--- src/rtl/prio_intc_pkg.sv ---
package prio_intc_pkg;
  // word offsets inside a bank
  localparam int OFF_PEND = 0;
  localparam int OFF_MASK = 1;
  localparam int OFF_LVL  = 2;
  localparam int OFF_FIQ  = 3;
  localparam int OFF_RAW  = 4;
  // global words
  localparam int CTRL_WORD = 5;
  localparam int HP_WORD   = 6;

  function automatic int bank_base_w(input int b);
    return (b == 0) ? 0 : 39;
  endfunction

  function automatic int slot_word(input int s, input int bw);
    return ((s / bw) == 0 ? 7 : 44) + (s % bw);
  endfunction
endpackage

--- src/rtl/prio_intc_bank.sv ---
module prio_intc_bank #(
  parameter int W  = 32,
  parameter int AW = 10,
  parameter logic [AW-1:0] BASE_W = '0
) (
  input  logic          clk_i,
  input  logic          rst_ni,
  input  logic          wr_i,
  input  logic [AW-1:0] waddr_i,
  input  logic [W-1:0]  wdata_i,
  input  logic [AW-1:0] raddr_i,
  input  logic [W-1:0]  raw_i,
  output logic [W-1:0]  cand_o,
  output logic [W-1:0]  pend_o,
  output logic [W-1:0]  fiq_pend_o,
  output logic [W-1:0]  mask_o,
  output logic          rd_hit_o,
  output logic [W-1:0]  rd_data_o
);
  import prio_intc_pkg::*;

  localparam logic [AW-1:0] A_PEND = BASE_W + AW'(OFF_PEND);
  localparam logic [AW-1:0] A_MASK = BASE_W + AW'(OFF_MASK);
  localparam logic [AW-1:0] A_LVL  = BASE_W + AW'(OFF_LVL);
  localparam logic [AW-1:0] A_FIQ  = BASE_W + AW'(OFF_FIQ);
  localparam logic [AW-1:0] A_RAW  = BASE_W + AW'(OFF_RAW);

  logic [W-1:0] mask_q, lvl_q;

  always_ff @(posedge clk_i or negedge rst_ni) begin
    if (!rst_ni) begin
      mask_q <= '0;
      lvl_q  <= '0;
    end else if (wr_i) begin
      if (waddr_i == A_MASK) mask_q <= wdata_i;
      if (waddr_i == A_LVL)  lvl_q  <= wdata_i;
    end
  end

  assign pend_o     = raw_i & mask_q;
  assign fiq_pend_o = pend_o & lvl_q;
  assign cand_o     = pend_o & ~lvl_q;
  assign mask_o     = mask_q;

  always_comb begin
    rd_hit_o  = 1'b1;
    rd_data_o = '0;
    if      (raddr_i == A_PEND) rd_data_o = pend_o;
    else if (raddr_i == A_MASK) rd_data_o = mask_q;
    else if (raddr_i == A_LVL)  rd_data_o = lvl_q;
    else if (raddr_i == A_FIQ)  rd_data_o = fiq_pend_o;
    else if (raddr_i == A_RAW)  rd_data_o = raw_i;
    else                        rd_hit_o  = 1'b0;
  end
endmodule

--- src/rtl/prio_intc_ptab.sv ---
module prio_intc_ptab #(
  parameter int N  = 64,
  parameter int SW = 6,
  parameter int BW = 32,
  parameter int AW = 10,
  parameter int DW = 32
) (
  input  logic          clk_i,
  input  logic          rst_ni,
  input  logic          wr_i,
  input  logic [AW-1:0] waddr_i,
  input  logic [DW-1:0] wdata_i,
  input  logic [AW-1:0] raddr_i,
  input  logic [N-1:0]  cand_i,
  output logic          rd_hit_o,
  output logic [DW-1:0] rd_data_o,
  output logic          hp_vld_o,
  output logic [SW-1:0] hp_src_o
);
  import prio_intc_pkg::*;

  logic          vld_q [N];
  logic [SW-1:0] src_q [N];

  for (genvar s = 0; s < N; s++) begin : g_slot
    localparam logic [AW-1:0] A_SLOT = AW'(slot_word(s, BW));
    always_ff @(posedge clk_i or negedge rst_ni) begin
      if (!rst_ni) begin
        vld_q[s] <= 1'b0;
        src_q[s] <= '0;
      end else if (wr_i && waddr_i == A_SLOT) begin
        vld_q[s] <= wdata_i[DW-1];
        src_q[s] <= wdata_i[SW-1:0];
      end
    end
  end

  always_comb begin
    rd_hit_o  = 1'b0;
    rd_data_o = '0;
    for (int s = 0; s < N; s++) begin
      if (raddr_i == AW'(slot_word(s, BW))) begin
        rd_hit_o  = 1'b1;
        rd_data_o = {vld_q[s], {(DW-1-SW){1'b0}}, src_q[s]};
      end
    end
  end

  // descending scan: the lowest qualifying slot is assigned last
  always_comb begin
    hp_vld_o = 1'b0;
    hp_src_o = '0;
    for (int s = N - 1; s >= 0; s--) begin
      if (vld_q[s] && cand_i[src_q[s]]) begin
        hp_vld_o = 1'b1;
        hp_src_o = src_q[s];
      end
    end
  end
endmodule

--- src/rtl/prio_intc.sv ---
module prio_intc #(
  parameter int BANK_W  = 32,
  parameter int N_BANKS = 2,
  parameter int ADDR_W  = 12,
  parameter int DATA_W  = 32,
  parameter int N_SRC   = BANK_W * N_BANKS
) (
  input  logic              clk_i,
  input  logic              rst_ni,
  input  logic              req_i,
  input  logic              we_i,
  input  logic [ADDR_W-1:0] addr_i,
  input  logic [DATA_W-1:0] wdata_i,
  output logic [DATA_W-1:0] rdata_o,
  input  logic [N_SRC-1:0]  src_i,
  output logic              irq_o,
  output logic              fiq_o,
  output logic              wake_o
);
  import prio_intc_pkg::*;

  localparam int AW    = ADDR_W - 2;
  localparam int SRC_W = $clog2(N_SRC);
  localparam int HP_SRC_W = 15;

  logic [AW-1:0] wa;
  logic          wr;
  logic          ctrl_q;

  assign wa = addr_i[ADDR_W-1:2];
  assign wr = req_i & we_i;

  logic [BANK_W-1:0] cand_b [N_BANKS];
  logic [BANK_W-1:0] pend_b [N_BANKS];
  logic [BANK_W-1:0] fiqp_b [N_BANKS];
  logic [BANK_W-1:0] mask_b [N_BANKS];
  logic [BANK_W-1:0] rd_b   [N_BANKS];
  logic [N_BANKS-1:0] hit_b;
  logic [N_SRC-1:0]  cand_all, pend_all, fiqp_all, mask_all;

  for (genvar b = 0; b < N_BANKS; b++) begin : g_bank
    prio_intc_bank #(
      .W     (BANK_W),
      .AW    (AW),
      .BASE_W(AW'(bank_base_w(b)))
    ) u_bank (
      .clk_i     (clk_i),
      .rst_ni    (rst_ni),
      .wr_i      (wr),
      .waddr_i   (wa),
      .wdata_i   (wdata_i[BANK_W-1:0]),
      .raddr_i   (wa),
      .raw_i     (src_i[b*BANK_W +: BANK_W]),
      .cand_o    (cand_b[b]),
      .pend_o    (pend_b[b]),
      .fiq_pend_o(fiqp_b[b]),
      .mask_o    (mask_b[b]),
      .rd_hit_o  (hit_b[b]),
      .rd_data_o (rd_b[b])
    );
    assign cand_all[b*BANK_W +: BANK_W] = cand_b[b];
    assign pend_all[b*BANK_W +: BANK_W] = pend_b[b];
    assign fiqp_all[b*BANK_W +: BANK_W] = fiqp_b[b];
    assign mask_all[b*BANK_W +: BANK_W] = mask_b[b];
  end

  logic              pt_hit;
  logic [DATA_W-1:0] pt_rd;
  logic              hp_vld;
  logic [SRC_W-1:0]  hp_src;

  prio_intc_ptab #(
    .N (N_SRC),
    .SW(SRC_W),
    .BW(BANK_W),
    .AW(AW),
    .DW(DATA_W)
  ) u_ptab (
    .clk_i    (clk_i),
    .rst_ni   (rst_ni),
    .wr_i     (wr),
    .waddr_i  (wa),
    .wdata_i  (wdata_i),
    .raddr_i  (wa),
    .cand_i   (cand_all),
    .rd_hit_o (pt_hit),
    .rd_data_o(pt_rd),
    .hp_vld_o (hp_vld),
    .hp_src_o (hp_src)
  );

  always_ff @(posedge clk_i or negedge rst_ni) begin
    if (!rst_ni)                         ctrl_q <= 1'b0;
    else if (wr && wa == AW'(CTRL_WORD)) ctrl_q <= wdata_i[0];
  end

  logic [DATA_W-1:0] rd_word;
  always_comb begin
    rd_word = '0;
    for (int b = 0; b < N_BANKS; b++)
      if (hit_b[b]) rd_word = DATA_W'(rd_b[b]);
    if (pt_hit) rd_word = pt_rd;
    if (wa == AW'(CTRL_WORD)) rd_word = DATA_W'(ctrl_q);
    if (wa == AW'(HP_WORD))
      rd_word = {hp_vld, {(HP_SRC_W-SRC_W){1'b0}}, hp_src, 16'h0};
  end

  always_ff @(posedge clk_i or negedge rst_ni) begin
    if (!rst_ni)             rdata_o <= '0;
    else if (req_i && !we_i) rdata_o <= rd_word;
  end

  assign irq_o  = |pend_all;
  assign fiq_o  = |fiqp_all;
  assign wake_o = ctrl_q ? |(src_i & mask_all) : |src_i;
endmodule

--- config.mk ---
export PLATFORM = sky130hd
export DESIGN_NAME = prio_intc
export DESIGN_NICKNAME = d
export VERILOG_FILES = /design/src/rtl/prio_intc_pkg.sv /design/src/rtl/prio_intc_bank.sv /design/src/rtl/prio_intc_ptab.sv /design/src/rtl/prio_intc.sv
export SDC_FILE = /design/constraint.sdc
export NUM_CORES = 2
export LEC_CHECK = 0
export BUFFER_PORTS_ARGS = -buffer_cell sky130_fd_sc_hd__clkbuf_2
export CORE_UTILIZATION = 35
export DETAILED_ROUTE_END_ITERATION = 12
export GPL_TIMING_DRIVEN = 1
export HOLD_SLACK_MARGIN = 0.15
export PLACE_DENSITY = 0.57
export SYNTH_ARGS = -nofsm -noshare
export SYNTH_HDL_FRONTEND = slang
export SYNTH_HIERARCHICAL = 1
export SYNTH_SLANG_ARGS = --single-unit
--- constraint.sdc ---
create_clock -name clk_i -period 6.1 [get_ports clk_i]
set_clock_uncertainty 0.2 [all_clocks]
set_input_delay 0.915 -clock clk_i [delete_from_list [all_inputs] [get_ports clk_i]]
set_output_delay 0.915 -clock clk_i [all_outputs]
set_load 0.05 [all_outputs]
==> flow_metrics.tcl <==
set metrics [dict create \
    power_density_nw_per_um2 123.7 \
    gr-total-overflow 0 \
    cts_inserted_buffers 88 \
    remaining_drc_errors 0 \
    leakagePower_uw 0.03652 \
    cts_tree "yes" \
    most_used_flip_flop_cell_after_synthesis "sky130_fd_sc_hd__dfrtp_1" \
    worst_slew_pin_slew_ns 1.394 \
    clock_power_share 0.506 \
    share_of_total_power_in_sequential_cells 0.368 \
    final_power_uw 11370 \
    critical_path_required_ns 6.54 \
    placeableCoreArea_um2 212500 \
    routabilityCongestion 1.100 \
    ctsRootBufferMaster "sky130_fd_sc_hd__clkbuf_16" \
    max-cap-violations 0 \
    post-synth-top-area-cell "sky130_fd_sc_hd__mux4_2" \
    critical_path.endpoint_type "flip-flop" \
    via_count 83361 \
    final_min_period_over_clock_period 1.019 \
    power.share.combinational 0.126 \
    synth_cell_type_count 102 \
    die-width_um 464.9 \
    first_pass_iters 10 \
    mostFrequentLayoutCell "sky130_fd_sc_hd__buf_4" \
    chipHeight_um 464.9 \
    post_synth_instance_area_um2 74980 \
    grt_antenna_before_repair 67 \
    drive_above_1_share 0.4189 \
    post_synth_main_area_contributors "sky130_fd_sc_hd__mux4_2 (28%), sky130_fd_sc_hd__dfrtp_1 (20%), sky130_fd_sc_hd__mux2_2 (8.1%), sky130_fd_sc_hd__mux2i_1 (7.9%), sky130_fd_sc_hd__clkbuf_1 (3.8%)" \
    finalWirelength_mm 500.6 \
    achievable-frequency_mhz 160.9 \
    setup_viol 3 \
    clk_pin_slew_worst_paths_ns 0.06 \
    fin_ws_ns -0.1153 \
    grt_setup_unrepaired "true" \
    placementRows 169 \
    slew_headroom 0.06718 \
    path_delay_family "compound AO/OA/AOI/OAI gates" \
    result_of_the_run "finished with violations" \
    cts.path.max_buffers 3 \
    top_level_ports 147 \
    ir_drop_v 0.0002103 \
    tritoncts_num_sinks 609 \
    detail_route.vias_per_cell 7.442 \
    grt_util_all_layers 0.4519 \
    most-common-layout-cells "sky130_fd_sc_hd__buf_4 (1380), sky130_fd_sc_hd__mux4_2 (921), sky130_fd_sc_hd__nand2_1 (631)" \
    antenna_violating_nets_post_route 0 \
    grt_pass1_vias 78658 \
    die_area_um2 216100 \
    cpMostUsedCell "sky130_fd_sc_hd__buf_4" \
    postSynth.asyncResetShare 1.000 \
    p_sw_frac 0.3157 \
    p_sw_uw 3591 \
    final_hold_viols 0 \
    synthesis.area_per_instance_um2 9.938 \
    flow.area_growth_from_synthesis_pct 22.60 \
    grt_max_degree 126 \
    worst-path-buf-inv 7 \
    cp_slowest_stage_delay_ns 0.59 \
    initial_utilization 0.3528 \
    final_routed_wire_length_divided_by_cell_count_um 44.69 \
    layout.nets 8363 \
    synthesis.instances 7545 \
    synth_top_area_share 0.2763 \
    num-fill-cells 20499 \
    port-buffer-count 144 \
    timing_max_transition_violations_final 0 \
    p_int_uw 7784 \
    synth.yosys.warnings 6 \
    cp_max_fo 8 \
    start_kind "flip-flop" \
    drt_first_iter_violations 14955 \
    timing.setup.critical_path_class "flip-flop to flip-flop" \
    grt_first_pass_wirelength_mm 678.9 \
    clock_insertion_delay_worst_skew_ns 0.79 \
    violations_in_the_final_reports "negative setup slack" \
    timing.hold.worst.class "input pin to flip-flop" \
    setup_total_negative_slack_ns -0.1983 \
    synth-seq-cells 609 \
    synth.yosys.seq_area_share 0.2032 \
    htreeDepth 3 \
    synth_edf_count 0 \
    worstPathArrival_ns 6.66 \
    highest_delay_cell_along_the_critical_path "sky130_fd_sc_hd__or4_1" \
    fin_crit_ns 6.215 \
    dp_hpwl_mm 363.7 \
]
## registers in the layout (all words and copies together) (netlist names)
| name | flops |
|---|---|
| u_ptab/src_q | 384 |
| g_bank.u_bank/lvl_q | 64 |
| g_bank.u_bank/mask_o | 64 |
| u_ptab/vld_q | 64 |
| rdata_o | 32 |
| ctrl_q | 1 |
## area by class of cell
cell class	count	area, µm²	area share
multi-input combinational	5700	55420	0.6029
sequential	609	15240	0.1658
timing repair buffer	1653	13700	0.1491
tap	2821	3530	0.03840
clock buffer	114	2410	0.02621
inverter	199	747.0	0.008126
clock inverter	51	734.5	0.007990
antenna	55	137.6	0.001497
## routing by layer
layer | part of all wire | global-route usage | vias to the layer above
met5 | 0.00068 | 0 | -
met4 | 0.084 | 0.3078 | 51
met3 | 0.15 | 0.1792 | 2096
met2 | 0.40 | 0.6246 | 8256
met1 | 0.37 | 0.5743 | 42082
li1 | - | - | 30876
## cells in the mapped netlist, drive strengths merged, types with 60 or more instances
library cell and instances:
inv 194, mux2 609, buf 300, nand3 162
mux4 927, a21o 74, nand4 86, nand2b 60
o211ai 63, nor2 424, nand2 635, and3 82
nor4 72, o21ai 389, nor3 67, nor2b 133
a221oi 82, o22ai 68, a22oi 251, a21oi 225
clkbuf 761, dfrtp 609, mux2i 589
## power by group through the flow
stage | combinational [µW] | clock [µW] | sequential (µW)
6_report | 1430 | 5760 | 4180
4_1_cts | 1360 | 5830 | 4180
5_1_grt | 1440 | 5960 | 4180
3_3_place_gp | 1350 | 0 | 4250
3_5_place_dp | 1350 | 0 | 4250
2_1_floorplan | 558 | 0 | 4220
## worst register-to-register path, stage by stage (launching register included)
cell,delay (ns)
sky130_fd_sc_hd__dfrtp_1,0.38
sky130_fd_sc_hd__nand2_2,0.09
sky130_fd_sc_hd__nor2_4,0.21
sky130_fd_sc_hd__buf_4,0.21
sky130_fd_sc_hd__buf_4,0.24
sky130_fd_sc_hd__buf_4,0.22
sky130_fd_sc_hd__mux2i_1,0.23
sky130_fd_sc_hd__and3_1,0.29
sky130_fd_sc_hd__or4_1,0.59
sky130_fd_sc_hd__a2111oi_4,0.44
sky130_fd_sc_hd__buf_4,0.18
sky130_fd_sc_hd__a31oi_1,0.05
sky130_fd_sc_hd__nand2b_1,0.31
sky130_fd_sc_hd__o21bai_1,0.21
sky130_fd_sc_hd__buf_4,0.15
sky130_fd_sc_hd__o211ai_1,0.15
sky130_fd_sc_hd__a21oi_1,0.30
sky130_fd_sc_hd__o211ai_1,0.17
sky130_fd_sc_hd__o21ai_4,0.25
sky130_fd_sc_hd__buf_4,0.16
sky130_fd_sc_hd__a221oi_1,0.06
sky130_fd_sc_hd__buf_4,0.20
sky130_fd_sc_hd__o31ai_4,0.34
sky130_fd_sc_hd__a22oi_1,0.15
sky130_fd_sc_hd__a22oi_1,0.21
sky130_fd_sc_hd__o21ai_1,0.08
## per-stage QoR
stage	std cells	instance area (µm²)	hold slack, ns	setup slack [ns]	utilization
after floorplan	7569	75070	0.3025	1.126	-
after global placement	10951	88070	0.2812	-1.518	0.4144
after detailed placement	10951	88070	0.2854	-1.500	0.4144
after CTS	11125	91400	0.1971	0.007069	0.4301
after global routing	11154	91810	0.2185	-0.02607	0.4320
final	11202	91930	0.2293	-0.1153	0.4326
## cells by family (layout without fill, tap and decap cells)
group / Yosys count / after routing / synth area share
other cells: 1 / 80 / 0.00005001
buf+inv: 1260 / 2017 / 0.06987
compound gates: 1627 / 1627 / 0.1494
xor+xnor: 1 / 1 / 0.0001168
mux: 2125 / 2125 / 0.4522
simple gates: 1922 / 1922 / 0.1251
flops: 609 / 609 / 0.2032
## worst paths after layout
check / from / slack (ns) / cells past startpoint / endpoint
max: g_bank[1].u_bank/mask_o[11] / -0.12 / 25 / rdata_o[21]
min in group asynchronous: rst_ni / 0.51 / 2 / u_ptab/src_q[23]
min: wdata_i[23] / 0.23 / 2 / g_bank[1].u_bank/lvl_q[23]
max in group asynchronous: rst_ni / 3.60 / 3 / u_ptab/src_q[169]
max reg2reg: g_bank[1].u_bank/mask_o[11] / -0.12 / 25 / rdata_o[21]
min reg2reg: rdata_o[31] / 0.29 / 2 / rdata_o[31]
## what timing repair did
action,4_1_cts,5_1_grt
hold endpoints to repair,52,0
hold buffers,1,0
cloned,0,0
resized for setup,16,44
setup buffers,8,23
pin swaps,5,20
setup endpoints to repair,3,5
Note: power is estimated with default switching activity, not from simulation.
